**config.mk**
```make
export PLATFORM = sky130hd
export DESIGN_NAME = can_arb_monitor
export DESIGN_NICKNAME = d
export VERILOG_FILES = /design/src/rtl/can_arb_pkg.sv /design/src/rtl/can_arb_window.sv /design/src/rtl/can_arb_decide.sv /design/src/rtl/can_tx_gate.sv /design/src/rtl/can_arb_monitor.sv
export SDC_FILE = /design/constraint.sdc
export NUM_CORES = 1
export LEC_CHECK = 0
export BUFFER_PORTS_ARGS = -buffer_cell sky130_fd_sc_hd__buf_2
export CORE_MARGIN = 8
export CORE_UTILIZATION = 47
export DETAILED_ROUTE_END_ITERATION = 8
export GPL_ROUTABILITY_DRIVEN = 0
export PLACE_DENSITY = 0.71
export SYNTH_ARGS = -nofsm -noshare
export SYNTH_HDL_FRONTEND = slang
export SYNTH_HIERARCHICAL = 1
export SYNTH_SLANG_ARGS = --single-unit
```
**constraint.sdc**
```tcl
create_clock -name clk_i -period 1.67 [get_ports clk_i]
set_input_delay 0.2505 -clock clk_i [delete_from_list [all_inputs] [get_ports clk_i]]
set_output_delay 0.2505 -clock clk_i [all_outputs]
set_load 0.02 [all_outputs]
```
**src/rtl/can_arb_pkg.sv**
```systemverilog
package can_arb_pkg;
  localparam int unsigned STD_ARB_LEN = 12;
  localparam int unsigned EXT_ARB_LEN = 32;
  typedef enum logic {FMT_STD = 1'b0, FMT_EXT = 1'b1} frame_fmt_e;
endpackage

```
**src/rtl/can_arb_window.sv**
```systemverilog
module can_arb_window #(
  parameter int unsigned STD_LEN = can_arb_pkg::STD_ARB_LEN,
  parameter int unsigned EXT_LEN = can_arb_pkg::EXT_ARB_LEN,
  parameter int unsigned IDX_W   = $clog2(EXT_LEN)
) (
  input  logic             clk_i,
  input  logic             rst_ni,
  input  logic             sof_i,
  input  logic             sample_i,
  input  logic             ext_i,
  output logic             active_o,
  output logic             in_win_o,
  output logic             fmt_ext_o,
  output logic [IDX_W-1:0] bit_idx_o
);
  import can_arb_pkg::*;
  localparam int unsigned CNT_W = $clog2(EXT_LEN + 1);

  logic [CNT_W-1:0] cnt_q;
  logic             active_q;
  frame_fmt_e       fmt_q;
  logic [CNT_W-1:0] win_len;

  always_ff @(posedge clk_i or negedge rst_ni) begin
    if (!rst_ni) begin
      cnt_q    <= '0;
      active_q <= 1'b0;
      fmt_q    <= FMT_STD;
    end else if (sof_i) begin
      cnt_q    <= '0;
      active_q <= 1'b1;
      fmt_q    <= frame_fmt_e'(ext_i);
    end else if (sample_i && active_q && cnt_q < CNT_W'(EXT_LEN)) begin
      cnt_q <= cnt_q + 1'b1;
    end
  end

  assign win_len   = (fmt_q == FMT_EXT) ? CNT_W'(EXT_LEN) : CNT_W'(STD_LEN);
  assign in_win_o  = active_q && (cnt_q < win_len);
  assign active_o  = active_q;
  assign fmt_ext_o = (fmt_q == FMT_EXT);
  assign bit_idx_o = cnt_q[IDX_W-1:0];

  AST_CNT_STEP: assert property (@(posedge clk_i) disable iff (!rst_ni)
    (sample_i && !sof_i && in_win_o) |=> (bit_idx_o == $past(bit_idx_o) + 1'b1));
  AST_SOF_RESTART: assert property (@(posedge clk_i) disable iff (!rst_ni)
    sof_i |=> (active_o && bit_idx_o == '0));
endmodule

```
**src/rtl/can_arb_decide.sv**
```systemverilog
module can_arb_decide #(
  parameter int unsigned IDX_W = 5
) (
  input  logic             clk_i,
  input  logic             rst_ni,
  input  logic             sof_i,
  input  logic             eval_i,
  input  logic             tx_bit_i,
  input  logic             rx_bit_i,
  input  logic [IDX_W-1:0] bit_idx_i,
  output logic             lost_o,
  output logic             lost_pulse_o,
  output logic [IDX_W-1:0] lost_idx_o
);
  always_ff @(posedge clk_i or negedge rst_ni) begin
    if (!rst_ni) begin
      lost_o       <= 1'b0;
      lost_pulse_o <= 1'b0;
      lost_idx_o   <= '0;
    end else if (sof_i) begin
      lost_o       <= 1'b0;
      lost_pulse_o <= 1'b0;
      lost_idx_o   <= '0;
    end else begin
      lost_pulse_o <= 1'b0;
      // recessive sent, dominant seen: someone with higher priority is on the bus
      if (eval_i && !lost_o && tx_bit_i && !rx_bit_i) begin
        lost_o       <= 1'b1;
        lost_pulse_o <= 1'b1;
        lost_idx_o   <= bit_idx_i;
      end
    end
  end

  AST_LOSS_CAUSE: assert property (@(posedge clk_i) disable iff (!rst_ni)
    lost_pulse_o |-> ($past(tx_bit_i) && !$past(rx_bit_i) && $past(eval_i)));
  AST_BITERR_IGNORED: assert property (@(posedge clk_i) disable iff (!rst_ni)
    (eval_i && !tx_bit_i && !sof_i) |=> !lost_pulse_o);
  AST_SINGLE_LOSS: assert property (@(posedge clk_i) disable iff (!rst_ni)
    (lost_o && !sof_i) |=> !lost_pulse_o);
  AST_IDX_HOLD: assert property (@(posedge clk_i) disable iff (!rst_ni)
    (lost_o && !sof_i) |=> ($stable(lost_idx_o) && lost_o));
endmodule

```
**src/rtl/can_tx_gate.sv**
```systemverilog
module can_tx_gate (
  input  logic lost_i,
  input  logic tx_bit_i,
  output logic tx_bit_o
);
  assign tx_bit_o = lost_i ? 1'b1 : tx_bit_i;
endmodule

```
**src/rtl/can_arb_monitor.sv**
```systemverilog
module can_arb_monitor #(
  parameter int unsigned STD_LEN = can_arb_pkg::STD_ARB_LEN,
  parameter int unsigned EXT_LEN = can_arb_pkg::EXT_ARB_LEN,
  localparam int unsigned IDX_W  = $clog2(EXT_LEN)
) (
  input  logic             clk_i,
  input  logic             rst_ni,
  input  logic             sample_i,
  input  logic             sof_i,
  input  logic             ext_fmt_i,
  input  logic             tx_bit_i,
  input  logic             rx_bit_i,
  output logic             tx_bit_o,
  output logic             arb_lost_o,
  output logic             lost_vld_o,
  output logic [IDX_W-1:0] lost_idx_o,
  output logic             still_tx_o
);
  logic             active, in_win, fmt_ext;
  logic [IDX_W-1:0] bit_idx;

  can_arb_window #(.STD_LEN(STD_LEN), .EXT_LEN(EXT_LEN), .IDX_W(IDX_W)) u_window (
    .clk_i     (clk_i),
    .rst_ni    (rst_ni),
    .sof_i     (sof_i),
    .sample_i  (sample_i),
    .ext_i     (ext_fmt_i),
    .active_o  (active),
    .in_win_o  (in_win),
    .fmt_ext_o (fmt_ext),
    .bit_idx_o (bit_idx)
  );

  can_arb_decide #(.IDX_W(IDX_W)) u_decide (
    .clk_i        (clk_i),
    .rst_ni       (rst_ni),
    .sof_i        (sof_i),
    .eval_i       (sample_i && in_win),
    .tx_bit_i     (tx_bit_i),
    .rx_bit_i     (rx_bit_i),
    .bit_idx_i    (bit_idx),
    .lost_o       (lost_vld_o),
    .lost_pulse_o (arb_lost_o),
    .lost_idx_o   (lost_idx_o)
  );

  can_tx_gate u_gate (
    .lost_i   (lost_vld_o),
    .tx_bit_i (tx_bit_i),
    .tx_bit_o (tx_bit_o)
  );

  assign still_tx_o = active && !lost_vld_o;

  AST_TX_RECESSIVE: assert property (@(posedge clk_i) disable iff (!rst_ni)
    (lost_vld_o && !sof_i) |=> tx_bit_o);
  AST_IDX_RANGE: assert property (@(posedge clk_i) disable iff (!rst_ni)
    arb_lost_o |-> (32'(lost_idx_o) < (fmt_ext ? EXT_LEN : STD_LEN)));
  AST_STILL_TX_DROP: assert property (@(posedge clk_i) disable iff (!rst_ni)
    arb_lost_o |-> !still_tx_o);
endmodule

```
Yosys cells after proc, flatten, opt, wreduce, memory -nomap -nowiden

Cells that the tools add are included.

Register bits after elaboration: 15

Muxes and demuxes: 10
Add/sub/neg operators: 1
Order comparisons: 2
Reductions and logical operators: 12

Operators with widths:

| operator            | count |
|---|---|
| $mux 6              | 3 |
| $mux 5              | 2 |
| $logic_and 1x1->1   | 8 |
| $add 6x1->6 const B | 1 |
| $lt 6x6->1          | 1 |
| $lt 6x6->1 const B  | 1 |
| $mux 1              | 5 |
| $reduce_bool 2->1   | 2 |
| $logic_not 1->1     | 2 |

Longest topological paths before layout

Depth in word-level cells: 9
Gate-level depth with buffers: 8
Mapped depth without buffers: 7

Hierarchy

The synthesis kept the hierarchy.

By module, submodules not included:

| module          | cells an instance | seq. area each (sq um) | area each (sq um) | instances |
|---|---|---|---|---|
| can_arb_window  | 45                | 200.2                  | 441.7             | 1 |
| can_arb_decide  | 27                | 175.2                  | 334.1             | 1 |
| can_arb_monitor | 2                 | 0.0                    | 20.0              | 1 |
| can_tx_gate     | 1                 | 0.0                    | 6.3               | 1 |

Worst setup path before layout

No wires, ideal clock.

Path kind: register -> register
Start point: reg u_window.cnt_q[3]
End point: reg u_decide.lost_o
Period minus slack after synthesis: 1.581 ns
Cell stages (with the launch flop): 9
Buffers on the path: 1
Data arrival time: 1.462 ns
Setup slack: 0.089 ns
Data required time: 1.551 ns
Path through: dfrtp_1 > ha_1 > o21ai_0 > nand2_1 > a21oi_1 > and2_1 > and4bb_1 > buf_6 > o21ba_2

Cells in the longest elaborated chain, start to end: 7

Ends and longest elaborated chain:

| what                            | RTL line              | RTL |
|---|---|---|
| start, declared                 | can_arb_window.sv:19  | `logic [CNT_W-1:0] cnt_q;` |
| start signal, assigned          | can_arb_window.sv:34  | `cnt_q <= cnt_q + 1'b1;` |
| $lt 6x6->1                      | can_arb_window.sv:39  | `assign in_win_o = active_q && (cnt_q < win_len);` |
| $logic_and 1x1->1               | can_arb_window.sv:39  |  |
| via in_win                      | can_arb_monitor.sv:19 | `logic active, in_win, fmt_ext;` |
| $logic_and 1x1->1               | can_arb_monitor.sv:38 | `.eval_i (sample_i && in_win),` |
| $logic_and 1x1->1 (3 in series) | can_arb_decide.sv:27  | `if (eval_i && !lost_o && tx_bit_i && !rx_bit_i) begin` |
| $reduce_bool 2->1 (no line)     | -                     |  |
| end signal, assigned            | can_arb_decide.sv:17  | `lost_o <= 1'b0;` |
| end signal, assigned            | can_arb_decide.sv:21  | `lost_o <= 1'b0;` |
| end signal, assigned            | can_arb_decide.sv:28  | `lost_o <= 1'b1;` |
| end, declared                   | can_arb_decide.sv:11  | `output logic lost_o,` |

The timed path passes the listed nets, and every way through them passes these cells.
A chain may end at the register's enable or synchronous reset.

Final worst setup path

Start point: reg u_window.fmt_q, in the netlist u_window/fmt_ext_o
End point: reg u_decide.lost_idx_o[4]

Cells in the longest elaborated chain, start to end: 8

Ends and longest elaborated chain:

| what                            | RTL line              | RTL |
|---|---|---|
| start, declared                 | can_arb_window.sv:21  | `frame_fmt_e fmt_q;` |
| start signal, assigned          | can_arb_window.sv:32  | `fmt_q <= frame_fmt_e'(ext_i);` |
| $mux 6                          | can_arb_window.sv:38  | `assign win_len = (fmt_q == FMT_EXT) ? CNT_W'(EXT_LEN) : CNT_W'(STD_LEN);` |
| $lt 6x6->1                      | can_arb_window.sv:39  |  |
| $logic_and 1x1->1               | can_arb_window.sv:39  |  |
| via in_win                      | can_arb_monitor.sv:19 |  |
| $logic_and 1x1->1               | can_arb_monitor.sv:38 |  |
| $logic_and 1x1->1 (3 in series) | can_arb_decide.sv:27  |  |
| $reduce_bool 2->1 (no line)     | -                     |  |
| end signal, assigned            | can_arb_decide.sv:30  | `lost_idx_o <= bit_idx_i;` |
| end, declared                   | can_arb_decide.sv:13  | `output logic [IDX_W-1:0] lost_idx_o` |

The timed path passes the listed nets, and every way through them passes these cells.

==> impl_metrics.env <==
export IMPL_outcome="complete, no violations"
export IMPL_required_ns=1.89
export IMPL_grt_max_degree=22
export IMPL_synth_seq_cells=15
export IMPL_pre_cts_slack_ns=-0.0231
export IMPL_yosys_cell_types_count=27
export IMPL_critPathKind="reg -> reg"
export IMPL_ir_worst_vdd_uv=466
export IMPL_fmax_ghz=0.604
export IMPL_p_leak_nw=0.459
export IMPL_cts_root_buf="clkbuf_4"
export IMPL_cts_tree="yes"
export IMPL_layout_nets=102
export IMPL_worst_setup_path_start_kind="flop"
export IMPL_synth_top_area_cell="dfrtp_1"
export IMPL_multi_input_area_um2=369
export IMPL_cellPowerDensity_nw_per_um2=739
export IMPL_drive_gt1_share_pct=33.0
export IMPL_drt_iter0_drc=6
export IMPL_crit_path_end_kind="flop"
export IMPL_die_area_um2=3280
export IMPL_syn_inst=75
export IMPL_globalRouteTotalUtil_pct=10.3
export IMPL_vias=557
export IMPL_seq_area_um2=375
export IMPL_h_tree_depth=1
export IMPL_drtAntennaViolNets=0
export IMPL_yosysWarnings=6
export IMPL_numClockSinks=15
export IMPL_ys_seq_area_share_pct=46.8
export IMPL_place_port_buffers=15
export IMPL_min_path_type="in -> reg"
export IMPL_slew_viol_final=0
export IMPL_core_um2=1670
export IMPL_dp_cells=102
export IMPL_clock_skew_ns=0.00136
export IMPL_grt_pass1_vias=579
export IMPL_wl_per_cell_um=13.6
export IMPL_timing_final_crit_share_pct=99.2
export IMPL_syn_to_final_growth_pct=14.2
export IMPL_finalNonFillerCells=108
export IMPL_max_clock_path_buffers=2
export IMPL_rsz0062_at_grt="true"
export IMPL_maxCapViolations=0
export IMPL_cts_made_buffers=3
export IMPL_via_per_inst=5.16
export IMPL_hpwl_um=1040
export IMPL_fin_crit_ns=1.66
export IMPL_relSlewSlack_pct=77.0
export IMPL_dieWidth_um=57.3
export IMPL_worst_hold_slack_ns=0.172
export IMPL_layout_cells_most_common_list="buf_2 (15), dfrtp_1 (15), nand2b_1 (10)"
export IMPL_rows=15
export IMPL_boundaryPins=16
export IMPL_yosys_area_top_type_share_pct=46.8
export IMPL_worstMarginPinSlew_ns=0.344
export IMPL_crit_fanout=7
export IMPL_initial_core_util_pct=48.0
export IMPL_syn_cell_area_um2=802
export IMPL_fp_dieH_um=57.3
export IMPL_wirelength_um=1470
export IMPL_p_total_mw=0.677
export IMPL_insertedDiodeCount=0
export IMPL_fillers=153
export IMPL_tns_ns=0
export IMPL_worst_slack_ns=0.0137
export IMPL_antenna_found_initial=0
export IMPL_arrival_ns=1.87
export IMPL_overflow=0
export IMPL_clkTransAtPathRegs_ns=0.09
export IMPL_drt_pass1_iterations=3
export IMPL_hold_viol=0
export IMPL_setup_violations=0
export IMPL_synth_net_count=85
export IMPL_synthTopCellsByArea="dfrtp_1 (47%), nand2b_1 (7.8%), mux2i_1 (7.5%)"
export IMPL_drc=0
export IMPL_grt_pass1_wl_um=2550
export IMPL_clkLatencyLatePin_ns=0.29
export IMPL_synth_avg_cell_area_um2=10.7
==> sequential cells by signal, indices dropped and copies added, names as in the netlist <==
name / count
u_window/cnt_q: 6
u_decide/lost_o: 1
u_window/fmt_ext_o: 1
u_window/active_o: 1
u_decide/lost_pulse_o: 1
u_decide/lost_idx_o: 5
==> routing by layer <==
metal	global-route usage [%]	wire (um)
met1	11.1	717
met2	15.1	663
met3	4.26	52
met4	8.93	32
met5	0	0
==> cell families after synthesis <==
kind of cell / count (synthesis) / share of synthesized area [%]
simple gates: 31 / 24.7
flops: 15 / 46.8
compound gates: 9 / 6.71
buf+inv: 9 / 7.49
mux: 6 / 7.49
fa+ha+maj: 3 / 4.68
xor+xnor: 2 / 2.18
==> layout make-up <==
cell class                      instances  share of cell area (%)
Sequential cell                        15                    41.0
Inverter                                1                   0.410
Clock inverter                          1                   0.546
Tap cell                               17                    2.32
Clock buffer                            3                    2.46
Multi-Input combinational cell         51                    40.3
Timing Repair Buffer                   20                    13.0
==> cells in the mapped netlist, drive strengths merged <==
cell type	number
dfrtp	15
nand2b	10
buf	6
mux2i	6
nor2	5
o21ai	4
a21oi	3
ha	3
nand2	3
clkbuf	2
or2	2
or3	2
xor2	2
a41oi	1
and2	1
and2b	1
and4	1
and4bb	1
inv	1
nand3	1
nand3b	1
nand4b	1
nor2b	1
o21ba	1
or2b	1
==> critical path, stage by stage, from the launching register on <==
cell and delay (ns):
dfrtp_1 0.41, ha_1 0.28, o21ai_1 0.07, nand2_1 0.06
a21oi_1 0.11, and2_1 0.13, and4bb_1 0.20, buf_6 0.14
mux2i_1 0.18
==> what timing repair did <==
| action | CTS | global route |
|---|---|---|
| buffers inserted | 0 | 1 |
| endpoints found under the hold margin | 15 | 0 |
| gates resized for setup | 2 | 2 |
| hold buffers | 1 | 0 |
| pin swaps | 4 | 0 |
| endpoints found under the setup margin | 5 | 6 |
==> per-stage QoR <==
stage          instance area [um2]  utilization [%]
6_report                       916             54.8
5_1_grt                        916             54.8
4_1_cts                        908             54.4
3_5_place_dp                   865             51.8
3_3_place_gp                   865             51.8
2_1_floorplan                  802                -
==> power by group <==
part           total [mW]  switching [mW]  internal (mW)  leakage, nW
combinational      0.0818          0.0431         0.0386        0.241
sequential          0.385          0.0123          0.373        0.200
clock               0.210           0.121         0.0892       0.0177
==> worst paths after layout <==
check                                                    from                                 end  slack, ns  depth (start not counted)
hold reg to reg            u_decide/lost_idx_o[3]$_DFFE_PN0P_  u_decide/lost_idx_o[3]$_DFFE_PN0P_       0.54                          2
hold / removal                                      ext_fmt_i      u_window/fmt_ext_o$_DFFE_PN0P_       0.17                          3
setup reg to reg               u_window/fmt_ext_o$_DFFE_PN0P_  u_decide/lost_idx_o[4]$_DFFE_PN0P_       0.01                          8
setup / recovery               u_window/fmt_ext_o$_DFFE_PN0P_  u_decide/lost_idx_o[4]$_DFFE_PN0P_       0.01                          8
min in group asynchronous                              rst_ni     u_decide/lost_pulse_o$_DFF_PN0_       0.39                          2
max in group asynchronous                              rst_ni       u_window/cnt_q[3]$_DFFE_PN0P_       1.03                          2
Note: power is estimated with default switching activity, not from simulation.
